===== config.mk =====
export PLATFORM = sky130hd
export DESIGN_NAME = inv_ack_tracker
export DESIGN_NICKNAME = d
export VERILOG_FILES = /design/src/rtl/iat_pkg.sv /design/src/rtl/iat_ack_counter.sv /design/src/rtl/iat_hold_reg.sv /design/src/rtl/inv_ack_tracker.sv
export SDC_FILE = /design/constraint.sdc
export NUM_CORES = 1
export LEC_CHECK = 0
export CAP_MARGIN = 15
export CORE_MARGIN = 5
export CORE_UTILIZATION = 44
export CTS_CLUSTER_SIZE = 28
export DETAILED_ROUTE_END_ITERATION = 16
export MAX_ROUTING_LAYER = met4
export PLACE_DENSITY_LB_ADDON = 0.08
export SLEW_MARGIN = 20
export SYNTH_ARGS = -nofsm -noshare
export SYNTH_HDL_FRONTEND = slang
export SYNTH_SLANG_ARGS = --single-unit

===== constraint.sdc =====
create_clock -name clk -period 3.7 [get_ports clk]
set_input_delay 0.74 -clock clk [delete_from_list [all_inputs] [get_ports clk]]
set_output_delay 0.74 -clock clk [all_outputs]
set_load 0.01 [all_outputs]

===== src/rtl/iat_pkg.sv =====
package iat_pkg;
  typedef enum logic {
    ACC_READ  = 1'b0,
    ACC_WRITE = 1'b1
  } acc_kind_e;

  localparam int unsigned DEF_CNT_W  = 8;
  localparam int unsigned DEF_ADDR_W = 32;
endpackage


===== src/rtl/iat_ack_counter.sv =====
module iat_ack_counter #(
  parameter int unsigned CNT_W = 8
) (
  input  logic             clk,
  input  logic             rst_n,
  input  logic             load,
  input  logic [CNT_W-1:0] load_val,
  input  logic             dec_old,
  input  logic             dec_new,
  output logic [CNT_W-1:0] remaining,
  output logic             busy,
  output logic             last
);
  localparam logic [CNT_W-1:0] ONE = CNT_W'(1);

  logic [CNT_W-1:0] cnt_q;
  logic [CNT_W-1:0] cnt_d;

  always_comb begin
    if (load)
      cnt_d = dec_new ? (load_val - ONE) : load_val;
    else if (dec_old)
      cnt_d = cnt_q - ONE;
    else
      cnt_d = cnt_q;
  end

  always_ff @(posedge clk) begin
    if (!rst_n) cnt_q <= '0;
    else        cnt_q <= cnt_d;
  end

  assign remaining = cnt_q;
  assign busy      = (cnt_q != '0);
  assign last      = (cnt_q == ONE);

  // an acknowledgement is only charged against a nonzero count
  assert_no_underflow_R2: assert property (@(posedge clk) disable iff (!rst_n)
    dec_old |-> busy);

  // the count only moves on load or acknowledgement
  assert_count_hold_R2: assert property (@(posedge clk) disable iff (!rst_n)
    (!load && !dec_old) |=> $stable(cnt_q));

  // a same-cycle acknowledgement is never given to a zero count
  assert_no_zero_claim_R7: assert property (@(posedge clk) disable iff (!rst_n)
    (load && dec_new) |-> (load_val != '0));
endmodule


===== src/rtl/iat_hold_reg.sv =====
module iat_hold_reg #(
  parameter int unsigned ADDR_W = 32
) (
  input  logic              clk,
  input  logic              rst_n,
  input  logic              capture,
  input  logic [ADDR_W-1:0] addr_in,
  input  logic              active_in,
  input  logic              snoop_valid,
  input  logic [ADDR_W-1:0] snoop_addr,
  output logic [ADDR_W-1:0] hold_addr,
  output logic              snoop_block
);
  logic [ADDR_W-1:0] addr_q;

  always_ff @(posedge clk) begin
    if (!rst_n)       addr_q <= '0;
    else if (capture) addr_q <= addr_in;
  end

  assign hold_addr   = addr_q;
  assign snoop_block = snoop_valid && active_in && (snoop_addr == addr_q);

  // a refusal only happens while a write is held
  assert_block_needs_hold_R6: assert property (@(posedge clk) disable iff (!rst_n)
    snoop_block |-> active_in);

  // the held address does not move while it guards a line, unless a new write is taken
  assert_addr_stable_R6: assert property (@(posedge clk) disable iff (!rst_n)
    (active_in && !capture) |=> $stable(addr_q));
endmodule


===== src/rtl/inv_ack_tracker.sv =====
module inv_ack_tracker
  import iat_pkg::*;
#(
  parameter int unsigned CNT_W  = DEF_CNT_W,
  parameter int unsigned ADDR_W = DEF_ADDR_W
) (
  input  logic              clk,
  input  logic              rst_n,
  input  logic              req_valid,
  output logic              req_ready,
  input  logic              req_write,
  input  logic [ADDR_W-1:0] req_addr,
  input  logic [CNT_W-1:0]  req_inv_cnt,
  input  logic              rd_resp_valid,
  input  logic              ack_valid,
  output logic              wr_done,
  output logic [CNT_W-1:0]  pending_acks,
  output logic              hold_active,
  output logic [ADDR_W-1:0] hold_addr,
  input  logic              snoop_valid,
  input  logic [ADDR_W-1:0] snoop_addr,
  output logic              snoop_block,
  output logic              err_stray_ack
);
  localparam logic [CNT_W-1:0] ONE = CNT_W'(1);

  acc_kind_e kind;
  logic      wr_busy, wr_last;
  logic      rd_pend_q;
  logic      err_q;
  logic      accept, accept_wr, accept_rd;
  logic      old_claims, new_claims, stray;
  logic      new_finishes, old_finishes;

  assign kind = acc_kind_e'(req_write);

  // Program-order gate: free, or the pending access ends this cycle
  assign old_finishes = wr_busy && wr_last && ack_valid;
  assign req_ready = rd_pend_q ? rd_resp_valid
                               : (!wr_busy || old_finishes);

  assign accept    = req_valid && req_ready;
  assign accept_wr = accept && (kind == ACC_WRITE);
  assign accept_rd = accept && (kind == ACC_READ);

  // Acknowledgement ownership: the outstanding write first, then the new one
  assign old_claims = ack_valid && wr_busy;
  assign new_claims = ack_valid && !wr_busy && accept_wr && (req_inv_cnt != '0);
  assign stray      = ack_valid && !old_claims && !new_claims;

  assign new_finishes = accept_wr &&
                        ((req_inv_cnt == '0) || (new_claims && req_inv_cnt == ONE));
  assign wr_done = old_finishes || new_finishes;

  iat_ack_counter #(.CNT_W(CNT_W)) u_cnt (
    .clk       (clk),
    .rst_n     (rst_n),
    .load      (accept_wr),
    .load_val  (req_inv_cnt),
    .dec_old   (old_claims),
    .dec_new   (new_claims),
    .remaining (pending_acks),
    .busy      (wr_busy),
    .last      (wr_last)
  );

  iat_hold_reg #(.ADDR_W(ADDR_W)) u_hold (
    .clk         (clk),
    .rst_n       (rst_n),
    .capture     (accept_wr && !new_finishes),
    .addr_in     (req_addr),
    .active_in   (wr_busy),
    .snoop_valid (snoop_valid),
    .snoop_addr  (snoop_addr),
    .hold_addr   (hold_addr),
    .snoop_block (snoop_block)
  );

  assign hold_active = wr_busy;

  always_ff @(posedge clk) begin
    if (!rst_n) begin
      rd_pend_q <= 1'b0;
      err_q     <= 1'b0;
    end else begin
      if (accept_rd)          rd_pend_q <= 1'b1;
      else if (rd_resp_valid) rd_pend_q <= 1'b0;
      if (stray)              err_q     <= 1'b1;
    end
  end

  assign err_stray_ack = err_q;

  // more than one acknowledgement still due means no new access
  assert_stall_R4: assert property (@(posedge clk) disable iff (!rst_n)
    (pending_acks > ONE) |-> !req_ready);

  // a read without its return value blocks the port
  assert_read_stall_R5: assert property (@(posedge clk) disable iff (!rst_n)
    (rd_pend_q && !rd_resp_valid) |-> !req_ready);

  // a zero-count write leaves nothing pending
  assert_zero_count_R3: assert property (@(posedge clk) disable iff (!rst_n)
    (req_valid && req_ready && req_write && req_inv_cnt == '0) |=> (pending_acks == '0));

  // the error flag is sticky
  assert_err_sticky_R9: assert property (@(posedge clk) disable iff (!rst_n)
    err_stray_ack |=> err_stray_ack);

  // a read and a write are never outstanding together
  assert_exclusive_R4: assert property (@(posedge clk) disable iff (!rst_n)
    !(rd_pend_q && wr_busy));
endmodule


==> results by group <==
Clock tree
  • CTS Root Cell: clkbuf_8
  • Post-CTS sizing: 0
  • CTS Buf Count: 5
  • Clk Latency, worst-skew pair: slightly below 0.3 ns
  • Clock slew at reported path FFs: 0.08 ns
  • Post-CTS Repair Setup Buffers: 0
  • CTS Hold Bufs: 0
  • TritonCTS clock tree: done
  • Max Buffers Root-to-Sink: 2
  • H-tree Lvls: 2
  • Clock Sinks: between 40 and 50

Drt
  • DRT iter0 DRCs: 95
  • Avg WL per Cell: 14.3 um
  • Avg Vias per Cell: 5.21
  • Detailed-route DRC error count: 0
  • Routed wire length: 7.05 mm
  • Antenna-violating nets left: 0
  • First-pass iteration count of the detailed router: 6
  • Routed via count: 2,563

Placement
  • Placed wire-length estimate: 5.55 mm
  • # port buffers: 123
  • Placed Instances: 484
  • Gpl congestion: 0.869
  • Pre-CTS setup slack: 0.239 ns

Layout
  • Share of layout cells above drive strength 1: under 10%
  • Fin cells: 492
  • Commonest cells after routing, fill and taps aside: clkdlybuf4s50_1 (122), dfxtp_1 (42), nand3_1 (38)
  • Area Growth Syn to Fin: 54.4%
  • Commonest non-fill, non-tap cell in the layout: clkdlybuf4s50_1
  • Fillers: 472
  • ANT cells: 0
  • Layout Nets: around 500

Setup path
  • CP max FO: 5
  • Endpoint class of the critical path: primary output
  • WS Path Type: reg2out
  • Worst Setup SP: u_cnt.remaining[0]
  • Required time of the worst setup path: approximately 3.0 ns
  • Startpoint Class: flip-flop
  • R2r setup slk: 1.30 ns
  • Reg2reg end: u_cnt.remaining[1]
  • Critical path arrival: 2.74 ns
  • Reg2Reg Depth: 8
  • Reg2reg start: u_cnt.remaining[0]

Synthesis
  • Net Count, Synth: 384
  • Synth Warn #: 0
  • Synth top area share: 33.5%
  • Top FF cell, synth: dfxtp_1
  • Top cells by area, synth: dfxtp_1 (34%), xor2_1 (12%), nand3_1 (7.6%)
  • Post-synthesis sequential area ratio: 33.5%
  • EDFF count, synth: 0
  • Synth unique cells: 47
  • Avg Inst Size Synth: between 8 and 9 sq um
  • Synth area leader: dfxtp_1
  • Synthesized cell area: 0.00251 sq mm
  • Post-Synthesis Cells: 299
  • Async SR Flop Fraction: 0%
  • Synth Register Bits: 42

STA
  • Worst clock skew: 0.00458 ns
  • Setup TNS: 0 ns
  • Tcrit/Tclk final: a little over nine tenths
  • Final setup violation count: 0
  • Tmin final: 3.48 ns
  • Max Freq: 287 MHz
  • Slew HR: 65.6%
  • RSZ-0062 raised after global routing: no
  • Worst setup margin: 0.221 ns
  • Pins Over Slew Limit: 0
  • Worst Tran Pin Value: 0.512 ns
  • Final Hold Vio Count: 0

Worst hold path
  • Hold EP: err_stray_ack
  • Worst min path class: reg2reg
  • Hold path cells: 1
  • Hold_sp: err_stray_ack

Power
  • Leakage: 0.00147 uW
  • Peak VDD IR: 0.333 mV
  • PwrDens: 575 mW/mm^2

Die
  • Die ar.: 0.00731 sq mm
  • CORE AREA: between 0.005 and 0.006 sq mm
  • Die Span Y: 85.5 um
  • I/O pins: roughly 120
  • Initial Util: between 40% and 50%
  • Die width: 85.5 um
  • Cell Rows: 27

Global routing
  • Largest net degree at the start of global routing: 65
  • Number of global-route vias before repair: ~2.4k
  • First-pass GRT wire length: 11.4 mm
  • Antenna violations before repair: 0
  • GRT Util Overall: 19.8%
  • Overflow left after global routing: 0

Run status
  • Outcome: finished, final reports clean

Job
  • Number of max-cap violations: 0
cell families (layout without fill, tap and decap cells):
| logic type | Yosys count | count (layout) | synth area share [%] |
|---|---|---|---|
| AND/OR/NAND/NOR | 124 | 124 | 25.9 |
| AO/OA/AOI/OAI | 63 | 63 | 16.9 |
| flip-flops | 42 | 42 | 33.5 |
| XOR/XNOR | 40 | 40 | 14.0 |
| buffers and inverters | 22 | 143 | 5.84 |
| adder cells (fa/ha/maj) | 6 | 6 | 3.00 |
| multiplexers | 2 | 2 | 0.849 |
where the power goes:
group / total [uW] / internal, uW / switching [uW]
Combinational: 1190 / 614 / 572
Clock: 363 / 201 / 161
Sequential: 677 / 551 / 126
metal layers:
layer  global-route usage, %  part of all wire, %
met4                    3.88                 0.82
met5                       -                    0
met3                    5.53                  7.7
met1                    26.5                   46
met2                    30.1                   46
worst max-delay path, stage by stage, from the launching register on:
cell and delay (ns):
dfxtp_1 0.38, inv_1 0.10, ha_1 0.24, or4b_2 0.67, nor2_2 0.21, inv_1 0.13
nand4_1 0.16, nor3_1 0.07, clkdlybuf4s50_1 0.48
synth_stat cells (2+ instances only):
cell / number
a211oi_1: 4
a21oi_1: 10
a311oi_1: 2
buf_1: 2
buf_6: 7
clkbuf_1: 4
dfxtp_1: 42
ha_1: 6
inv_1: 6
nand2_1: 35
nand2b_1: 2
nand3_1: 38
nand4_1: 5
nor2_1: 10
nor3_1: 5
nor3b_1: 2
nor4_1: 11
nor4b_1: 4
o21a_1: 3
o21ai_0: 6
o21ai_1: 25
o21ai_2: 7
xnor2_1: 7
xor2_1: 33
stage by stage:
step                total power [uW]  hold slack, ns  area [sq um]  util [%]
floorplan                       1370           0.504          2510         -
global placement                1850           0.448          3760      68.2
detailed placement              1860           0.456          3760      68.2
CTS                             2240           0.477          3870      70.2
global route                    2390           0.503          3870      70.3
finish                          2230           0.472          3870      70.3
cell type report:
class	count	area (sq um)	share of cell area (%)
clock buffers	6	72.6	1.88
clock inverters	2	37.5	0.970
inverters	6	22.5	0.582
multi-input cells	235	1520	39.3
flip-flops and latches	42	841	21.7
well taps	72	90.1	2.33
repair buffers	129	1280	33.2
flip-flops by register name (all words and copies together), names as in the netlist:
signal and flops:
u_hold.hold_addr 32, u_cnt.remaining 8, err_stray_ack 1, rd_pend_q 1
worst max path at each step:
stage / end / depth (start not counted)
after floorplan: wr_done / 5
after global placement: snoop_block / 6
after detailed placement: snoop_block / 6
after CTS: snoop_block / 8
after global routing: snoop_block / 8
final: snoop_block / 8
Power figures use the tool's default switching activity.
